## src/rtl/bpio_pkg.sv

```systemverilog
package bpio_pkg;

    typedef enum logic [1:0] {
        COND_AND  = 2'd0,
        COND_OR   = 2'd1,
        COND_NAND = 2'd2,
        COND_NOR  = 2'd3
    } cond_e;

    typedef enum logic [1:0] {
        IRQ_OFF    = 2'd0,
        IRQ_IDLE   = 2'd1,
        IRQ_ACTIVE = 2'd2
    } irq_state_e;

    localparam logic [2:0] ADDR_DATA   = 3'd0;
    localparam logic [2:0] ADDR_DIR    = 3'd1;
    localparam logic [2:0] ADDR_MASK   = 3'd2;
    localparam logic [2:0] ADDR_CTRL   = 3'd3;
    localparam logic [2:0] ADDR_STATUS = 3'd4;

endpackage

```

## src/rtl/bpio_sync.sv

```systemverilog
module bpio_sync #(
    parameter int WIDTH  = 8,
    parameter int STAGES = 2
) (
    input  logic             clk,
    input  logic             rst_n,
    input  logic [WIDTH-1:0] d_async,
    output logic [WIDTH-1:0] d_sync
);

    logic [WIDTH-1:0] stg [STAGES];

    always_ff @(posedge clk or negedge rst_n) begin
        if (!rst_n) begin
            stg[0] <= '0;
        end else begin
            stg[0] <= d_async;
        end
    end

    generate
        for (genvar s = 1; s < STAGES; s++) begin : g_stage
            always_ff @(posedge clk or negedge rst_n) begin
                if (!rst_n) begin
                    stg[s] <= '0;
                end else begin
                    stg[s] <= stg[s-1];
                end
            end
        end
    endgenerate

    assign d_sync = stg[STAGES-1];

endmodule

```

## src/rtl/bpio_pattern.sv

```systemverilog
module bpio_pattern
    import bpio_pkg::*;
#(
    parameter int WIDTH = 8
) (
    input  logic [WIDTH-1:0] lines,
    input  logic [WIDTH-1:0] mask,
    input  cond_e            cond,
    output logic             hit
);

    logic all_ones;
    logic any_one;

    // Masked lines are held at the neutral value of each reduction.
    assign all_ones = &(lines | mask);
    assign any_one  = |(lines & ~mask);

    always_comb begin
        unique case (cond)
            COND_AND:  hit = all_ones;
            COND_OR:   hit = any_one;
            COND_NAND: hit = ~all_ones;
            COND_NOR:  hit = ~any_one;
            default:   hit = 1'b0;
        endcase
    end

endmodule

```

## src/rtl/bpio_irq_fsm.sv

```systemverilog
module bpio_irq_fsm
    import bpio_pkg::*;
(
    input  logic clk,
    input  logic rst_n,
    input  logic enable,
    input  logic hit,
    output logic irq
);

    irq_state_e state_q;
    irq_state_e state_d;

    always_ff @(posedge clk or negedge rst_n) begin
        if (!rst_n) begin
            state_q <= IRQ_OFF;
        end else begin
            state_q <= state_d;
        end
    end

    always_comb begin
        state_d = state_q;
        irq     = 1'b0;
        unique case (state_q)
            IRQ_OFF: begin
                if (enable) begin
                    state_d = hit ? IRQ_ACTIVE : IRQ_IDLE;
                end
            end
            IRQ_IDLE: begin
                if (!enable) begin
                    state_d = IRQ_OFF;
                end else if (hit) begin
                    state_d = IRQ_ACTIVE;
                end
            end
            IRQ_ACTIVE: begin
                irq = 1'b1;
                if (!enable) begin
                    state_d = IRQ_OFF;
                end else if (!hit) begin
                    state_d = IRQ_IDLE;
                end
            end
            default: begin
                state_d = IRQ_OFF;
            end
        endcase
    end

endmodule

```

## src/rtl/bitport_irq.sv

```systemverilog
module bitport_irq
    import bpio_pkg::*;
#(
    parameter int WIDTH       = 8,
    parameter int SYNC_STAGES = 2
) (
    input  logic             clk,
    input  logic             rst_n,
    input  logic             cpu_we,
    input  logic [2:0]       cpu_addr,
    input  logic [WIDTH-1:0] cpu_wdata,
    output logic [WIDTH-1:0] cpu_rdata,
    input  logic [WIDTH-1:0] pin_in,
    output logic [WIDTH-1:0] pin_out,
    output logic [WIDTH-1:0] pin_oe,
    output logic             irq
);

    localparam int CTRL_BITS = 3;
    localparam int STAT_BITS = 2;

    logic [WIDTH-1:0] dir_q;
    logic [WIDTH-1:0] out_q;
    logic [WIDTH-1:0] mask_q;
    cond_e            cond_q;
    logic             en_q;
    logic             err_q;
    logic [WIDTH-1:0] pin_s;
    logic [WIDTH-1:0] port_view;
    logic             cond_hit;
    logic             mask_bad;

    assign mask_bad = &cpu_wdata;

    always_ff @(posedge clk or negedge rst_n) begin
        if (!rst_n) begin
            dir_q  <= '0;
            out_q  <= '0;
            mask_q <= '0;
            cond_q <= COND_AND;
            en_q   <= 1'b0;
            err_q  <= 1'b0;
        end else if (cpu_we) begin
            unique case (cpu_addr)
                ADDR_DATA: out_q <= (out_q & ~dir_q) | (cpu_wdata & dir_q);
                ADDR_DIR:  dir_q <= cpu_wdata;
                ADDR_MASK: begin
                    if (mask_bad) begin
                        err_q <= 1'b1;
                    end else begin
                        mask_q <= cpu_wdata;
                    end
                end
                ADDR_CTRL: begin
                    cond_q <= cond_e'(cpu_wdata[1:0]);
                    en_q   <= cpu_wdata[2];
                end
                default: ;
            endcase
        end
    end

    bpio_sync #(
        .WIDTH (WIDTH),
        .STAGES(SYNC_STAGES)
    ) u_sync (
        .clk    (clk),
        .rst_n  (rst_n),
        .d_async(pin_in),
        .d_sync (pin_s)
    );

    assign port_view = (dir_q & out_q) | (~dir_q & pin_s);

    bpio_pattern #(
        .WIDTH(WIDTH)
    ) u_pattern (
        .lines(port_view),
        .mask (mask_q),
        .cond (cond_q),
        .hit  (cond_hit)
    );

    bpio_irq_fsm u_fsm (
        .clk   (clk),
        .rst_n (rst_n),
        .enable(en_q),
        .hit   (cond_hit),
        .irq   (irq)
    );

    assign pin_out = out_q & dir_q;
    assign pin_oe  = dir_q;

    always_comb begin
        unique case (cpu_addr)
            ADDR_DATA:   cpu_rdata = port_view;
            ADDR_DIR:    cpu_rdata = dir_q;
            ADDR_MASK:   cpu_rdata = mask_q;
            ADDR_CTRL:   cpu_rdata = {{(WIDTH-CTRL_BITS){1'b0}}, en_q, cond_q};
            ADDR_STATUS: cpu_rdata = {{(WIDTH-STAT_BITS){1'b0}}, err_q, cond_hit};
            default:     cpu_rdata = '0;
        endcase
    end

endmodule

```

## config.mk

```make
export PLATFORM = sky130hd
export DESIGN_NAME = bitport_irq
export DESIGN_NICKNAME = d
export VERILOG_FILES = /design/src/rtl/bpio_pkg.sv /design/src/rtl/bpio_sync.sv /design/src/rtl/bpio_pattern.sv /design/src/rtl/bpio_irq_fsm.sv /design/src/rtl/bitport_irq.sv
export SDC_FILE = /design/constraint.sdc
export NUM_CORES = 1
export LEC_CHECK = 0
export CELL_PAD_IN_SITES_DETAIL_PLACEMENT = 1
export CELL_PAD_IN_SITES_GLOBAL_PLACEMENT = 1
export CORE_ASPECT_RATIO = 1.75
export CORE_UTILIZATION = 42
export CTS_CLUSTER_DIAMETER = 80
export CTS_CLUSTER_SIZE = 30
export DETAILED_ROUTE_END_ITERATION = 16
export GPL_TIMING_DRIVEN = 0
export HOLD_SLACK_MARGIN = 0.12
export PLACE_DENSITY = 0.82
export SLEW_MARGIN = 10
export SYNTH_ARGS = -nofsm -noshare
export SYNTH_HDL_FRONTEND = slang
export SYNTH_SLANG_ARGS = --single-unit
```

## constraint.sdc

```tcl
create_clock -name clk -period 2.7 [get_ports clk]
set_input_delay 0.405 -clock clk [delete_from_list [all_inputs] [get_ports clk]]
set_output_delay 0.405 -clock clk [all_outputs]
set_load 0.1 [all_outputs]
```

==> Word level (Yosys, flattened, before mapping) <==
Index checks and enable logic that the tools add are counted.
{ "totals": {"register_bits": 46, "input_bits": 22, "word_cells": 56, "output_inout_bits": 25} }
{ "op_classes": {"n_eq_ne": 12, "bitwise_logic": 13, "n_reduce_logical": 12, "muxes": 10} }
{ "ops": {"columns": ["cell", "count"], "rows": [
  ["$and A8 B8 Y8", 5],
  ["$pmux W8 S5", 1],
  ["$or A8 B8 Y8", 3],
  ["$not A8 Y8", 2],
  ["$reduce_and A8 Y1", 2],
  ["$mux W2", 6],
  ["$reduce_and A10 Y1", 1],
  ["$reduce_or A8 Y1", 1],
  ["$eq A2 B2 Y1 const B", 3],
  ["$eq A3 B2 Y1 const B", 2],
  ["$ne A3 B3 Y1 const B", 2],
  ["$pmux W2 S3", 1],
  ["$reduce_and A2 Y1", 3],
  ["$reduce_and A3 Y1", 2],
  ["$eq A2 B1 Y1 const B", 2],
  ["$logic_not A2 Y1", 2],
  ["$pmux W1 S4", 1],
  ["$eq A3 B1 Y1 const B", 1],
  ["$eq A3 B3 Y1 const B", 1],
  ["$logic_not A3 Y1", 1],
  ["$not A1 Y1", 3],
  ["$ne A2 B2 Y1 const B", 1],
  ["$mux W1", 1]
]} }

==> Longest topological paths before layout <==
Gate-level depths: netlist (run 1).
{ "depth": {"ltp_word": 10, "mapped_depth": 8, "depth_no_buf": 6} }

==> By module <==
From an unflattened synthesis (run 1), not the netlist that was laid out.
{ "hier_totals": {"hier_cells": 189, "area_unflattened_um2": 2174.6} }
{ "by_module_without_submodules": {"columns": ["module", "n_inst", "seq_area_each_um2", "cells_each", "area_per_inst_um2"], "rows": [
  ["bitport_irq", 1, 700.7, 137, 1511.4],
  ["bpio_sync", 1, 400.4, 24, 460.4],
  ["bpio_pattern", 1, 0.0, 21, 118.9],
  ["bpio_irq_fsm", 1, 50.0, 7, 83.8]
]} }

==> Worst setup path before layout (run 1) <==
Ideal clock, no wire load.
{ "synth_path": {"path_type": "register to output", "startpoint": "register dir_q[5] (netlist: pin_oe[5])", "endpoint": "output port cpu_rdata[0]", "required_ps": 2295, "n_path_buf": 0, "setup_slack_ps": -1099, "path_stages_with_launch": 7, "arrival_ps": 3394, "path_cell_list": "dfrtp_1 -> mux2i_1 -> o2bb2a_4 -> a41oi_1 -> a21oi_2 -> xor2_2 -> o22ai_1"} }
{ "synth_between": {"elab_chain_len": 8, "elab_cells_between_ends": 12, "classes_between": "mux (2); bitwise (8); reduce/logical (2)"} }
{ "synth_rtl": {"columns": ["item", "line_no", "rtl"], "rows": [
  ["start, declared", "bitport_irq.sv:22", "logic [WIDTH-1:0] dir_q;"],
  ["start signal, assigned", "bitport_irq.sv:46", "ADDR_DIR: dir_q <= cpu_wdata;"],
  ["$not A8 Y8", "bitport_irq.sv:73", "assign port_view = (dir_q & out_q) | (~dir_q & pin_s);"],
  ["$and A8 B8 Y8", "bitport_irq.sv:73", null],
  ["$or A8 B8 Y8 *", "bitport_irq.sv:73", null],
  ["$and A8 B8 Y8 or $or A8 B8 Y8 (tied branches)", "bpio_pattern.sv:17, bpio_pattern.sv:16", null],
  ["$reduce_or A8 Y1 or $reduce_and A8 Y1 (tied branches)", "bpio_pattern.sv:17, bpio_pattern.sv:16", null],
  ["$not A1 Y1, on equally long branches", "bpio_pattern.sv:24, bpio_pattern.sv:23", null],
  ["$pmux W1 S4 *", "bpio_pattern.sv:20", "unique case (cond)"],
  ["$pmux W8 S5 *", "bitport_irq.sv:96", "unique case (cpu_addr)"],
  ["end, declared", "bitport_irq.sv:12", "output logic [WIDTH-1:0] cpu_rdata,"]
]} }
Every way passes the cells marked *; elsewhere a longest branch is shown, timed or not.

==> Worst setup path after layout (run 1) <==
{ "layout_path": {"startpoint": "register dir_q[6] (netlist: pin_oe[6])", "endpoint": "output port cpu_rdata[0]"} }
Same word-level chain as after synthesis.

==> results of run 1 <==
==> layer usage <==
metal | GRT usage (%) | part of all wire, %
met3 | 2.94 | 2.7
met1 | 26.8 | 39
met4 | 10.3 | 2.5
met5 | 0 | 0
met2 | 39.7 | 56
==> worst min path at each step <==
stage | startpoint | to | slack [ns] | cells after the start
floorplan | rst_n | asynchronous set/reset pin | 0.11 | 0
global placement | u_sync.stg[10]$_DFF_PN0_ | u_sync.d_sync[2]$_DFF_PN0_ | 0.33 | 0
detailed placement | u_sync.stg[10]$_DFF_PN0_ | u_sync.d_sync[2]$_DFF_PN0_ | 0.34 | 0
CTS | u_sync.stg[12]$_DFF_PN0_ | u_sync.d_sync[4]$_DFF_PN0_ | 0.35 | 0
global route | u_sync.stg[12]$_DFF_PN0_ | u_sync.d_sync[4]$_DFF_PN0_ | 0.35 | 0
finish | u_sync.stg[12]$_DFF_PN0_ | u_sync.d_sync[4]$_DFF_PN0_ | 0.34 | 0
==> report_power, final <==
group          switching [mW]  total (mW)  internal [mW]
Sequential              0.124       0.942          0.818
Combinational           0.790        1.16          0.374
Clock                   0.231       0.508          0.277
Total                    1.14        2.61           1.47
==> cell type report <==
| cell class | instances | area (um^2) | area share (%) |
|---|---|---|---|
| buffer | 7 | 36.3 | 1.27 |
| clock buffer | 7 | 76.3 | 2.67 |
| clock inverter | 1 | 30.0 | 1.05 |
| inverter | 11 | 41.3 | 1.45 |
| multi-input combinational | 124 | 987 | 34.6 |
| sequential | 46 | 1160 | 40.6 |
| tap | 54 | 67.6 | 2.37 |
| timing repair buffer | 46 | 457 | 16.0 |
==> cells by family (layout without fill, tap and decap cells) <==
kind of cell,Yosys count,count (layout)
simple gates,54,54
buf+inv,18,72
xor+xnor,1,1
flops,46,46
compound gates,40,40
mux,29,29
==> cell usage in the layout (no fill, tap or decap), types with 2 or more instances in the layout <==
cell             instances
nor2b_1                  2
a31oi_1                  2
dfrtp_1                 39
o22ai_1                  3
nor2_4                   5
mux2_2                  22
nand2_1                 19
mux2_4                   4
o22a_1                   2
clkdlybuf4s15_2          2
clkbuf_8                 5
clkbuf_2                 4
nor2_1                   5
clkbuf_1                 3
o22ai_2                  2
a22oi_2                  3
clkdlybuf4s50_1         35
and2_1                   8
inv_1                   10
nor3_1                   2
o21ai_0                 12
or3b_2                   4
a21oi_1                 10
buf_2                    6
dfrtp_2                  7
mux4_2                   2
nand4_1                  2
==> per-stage QoR <==
stage                     setup WS [ns]  power [mW]  util, %  std cells  hold slack, ns
after CTS                       0.00574        2.63     58.2        296           0.348
after global placement           -0.885        2.09     55.0        286           0.334
after global routing          -0.000590        2.72     57.9        296           0.347
after detailed placement         -0.896        2.11     55.5        287           0.337
final                            0.0727        2.61     57.9        296           0.339
after floorplan                  -0.430        1.82        -        188           0.109
==> timing repair <==
action                                 in CTS  in global routing
resized for setup                          30                 17
endpoints found under the hold margin      23                  0
buffers inserted                            0                  0
setup endpoints to repair                   8                  6
pin swaps                                   0                  0
hold buffers                                1                  0
==> worst max-delay path: cells and delay by family, from the launching register on <==
family | cells | cell delay (ns)
AO/OA/AOI/OAI | 4 | 0.71
multiplexers | 1 | 0.32
flip-flops | 1 | 0.46
XOR/XNOR | 1 | 0.22
buffers and inverters | 1 | 0.21
==> impl_results.md, run 1 <==
* Status: complete, no violations
* Main synth FF type: dfrtp_1
* CTS root buf: clkbuf_8
* Minimum clock period at about 2.6 ns
* Clk buf depth at 2
* Starting Density at a little over two fifths
* 1st-iter DRT viols at 34
* # IOs at 47
* Global placer's final weighted congestion at 0.807
* Fin nets at about 260
* Die Wd at between 50 and 60 um
* Post-Syn Instances at 188
* Grt total ovfl at 0
* Worst setup SP type: register
* Total inserted antenna cells at 0
* Crit-path slowest cell: dfrtp_2
* Mux cell area share after synthesis at approximately 17%
* Ys async rst share at 100%
* Reg2reg start: pin_oe[6]$_DFFE_PN0P_
* Port Buf Inserts at 44
* Syn Std Cell Area at approximately 2200 um^2
* Routed WL at 5.46 mm
* WP data required at 2.30 ns
* Num rows at 34
* DRC at 0
* Syn nets at 210
* Pin count of the biggest net entering global routing at 25
* Full die area at 5420 um^2
* Slew Viols, Final at 0
* # fillers at 544
* Slew @ Worst Pin at about 1 ns
* Seq/Total Area, Yosys at 53.5%
* Crit path to: cpu_rdata[0]
* DR pass1 iterations at 4
* Main combinational cell family by area after synthesis: multiplexers
* Final setup vio count at 0
* Yosys top cell by area: dfrtp_1
* Adder-cell share of the synthesized area at 0%
* Synth Area in Simple Gates at 12.7%
* R2r setup slk at between 0.9 and 1 ns
* Worst vdd ir at between 0.5 and 0.6 mV
* DP Wirelength at around 3.9 mm
* Critical Path AT at about 2.2 ns
* Routed Antenna Nets at 0
* Commonest cells post-synth: dfrtp_1 (46), mux2_2 (22), nand2_1 (19)
* Final hold vios at 0
* Share of cells above drive strength 1 at 33.1%
* Worst-Skew Late Latency at just over 0.3 ns
* Distinct cells, synth at 36
* CTS tree: done
* Vias at 1641
* Cts bufs inserted at 5
* CP Max Fanout at 7
* Routed vias/inst at approximately 5.5
* Final Instance Area at between 2000 and 3000 um^2
* Hold WC Path Type: register to register
* EDFF count, synth at 0
* Cell Pwr Density at 916 nW/um^2
* Synth-to-layout area growth at 32.8%
* CTS Sinks at 46
* Clk_skew at between 0.01 and 0.015 ns
* Gr usage total at a little under a quarter
* Setup TNS at 0 ns
* Area contributors post-synth: dfrtp_1 (54%), mux2_2 (12%), nand2_1 (3.3%)
* FMAX at 0.381 GHz
* CP Cell Sequence: mux2_4, a22oi_2, a41oi_1, a21oi_2, xor2_2, o22ai_2, buf_6
* Period utilisation layout at between 90% and 100%
* Worst-path clk slew at 0.09 ns
* CP Class: register to output pin
* Synth Area in XOR/XNOR at less than 1%
* Worst r2r path cells at 6
* Slew headroom at approximately a third
* Dpl cell area at 2740 um^2
* Synth top area share at between 50% and 60%
* Crit. Startpoint: pin_oe[6]$_DFFE_PN0P_
* Max-cap viol count at 0
* #FFs+latches synth at 46
* Top-count cell post-synth: dfrtp_1
* Max incr delay on CP at 0.46 ns
* CP Capture Type: output pin
* Compound-gate portion of the synthesized area at 12.7%
* DR WL/cell at 18.5 um
* Leak at roughly 1.2 nW
* First-pass GRT wire length at between 9 and 10 mm
* H-Tree Depth at 2
* Yosys Warn Count at 0
* Mapped Avg Cell Area at 11.4 um^2
* Core outline area at slightly below 5000 um^2
* Die height at roughly 97 um
* Initial antenna violation count at 0
* R2r endpoint: u_fsm.state_q[0]$_DFFE_PN0P_
* Number of global-route vias before repair at roughly 1800
Power figures use the tool's default switching activity.
==> run 2, diff against run 1 <==
--- a/config.mk
+++ b/config.mk
@@ -5,6 +5,7 @@
 export SDC_FILE = /design/constraint.sdc
 export NUM_CORES = 1
 export LEC_CHECK = 0
+export CAP_MARGIN = 20
 export CELL_PAD_IN_SITES_DETAIL_PLACEMENT = 1
 export CELL_PAD_IN_SITES_GLOBAL_PLACEMENT = 1
 export CORE_ASPECT_RATIO = 1.75
==> results of run 2 <==
Final layout, timing and power as in run 1 (identical DEF).
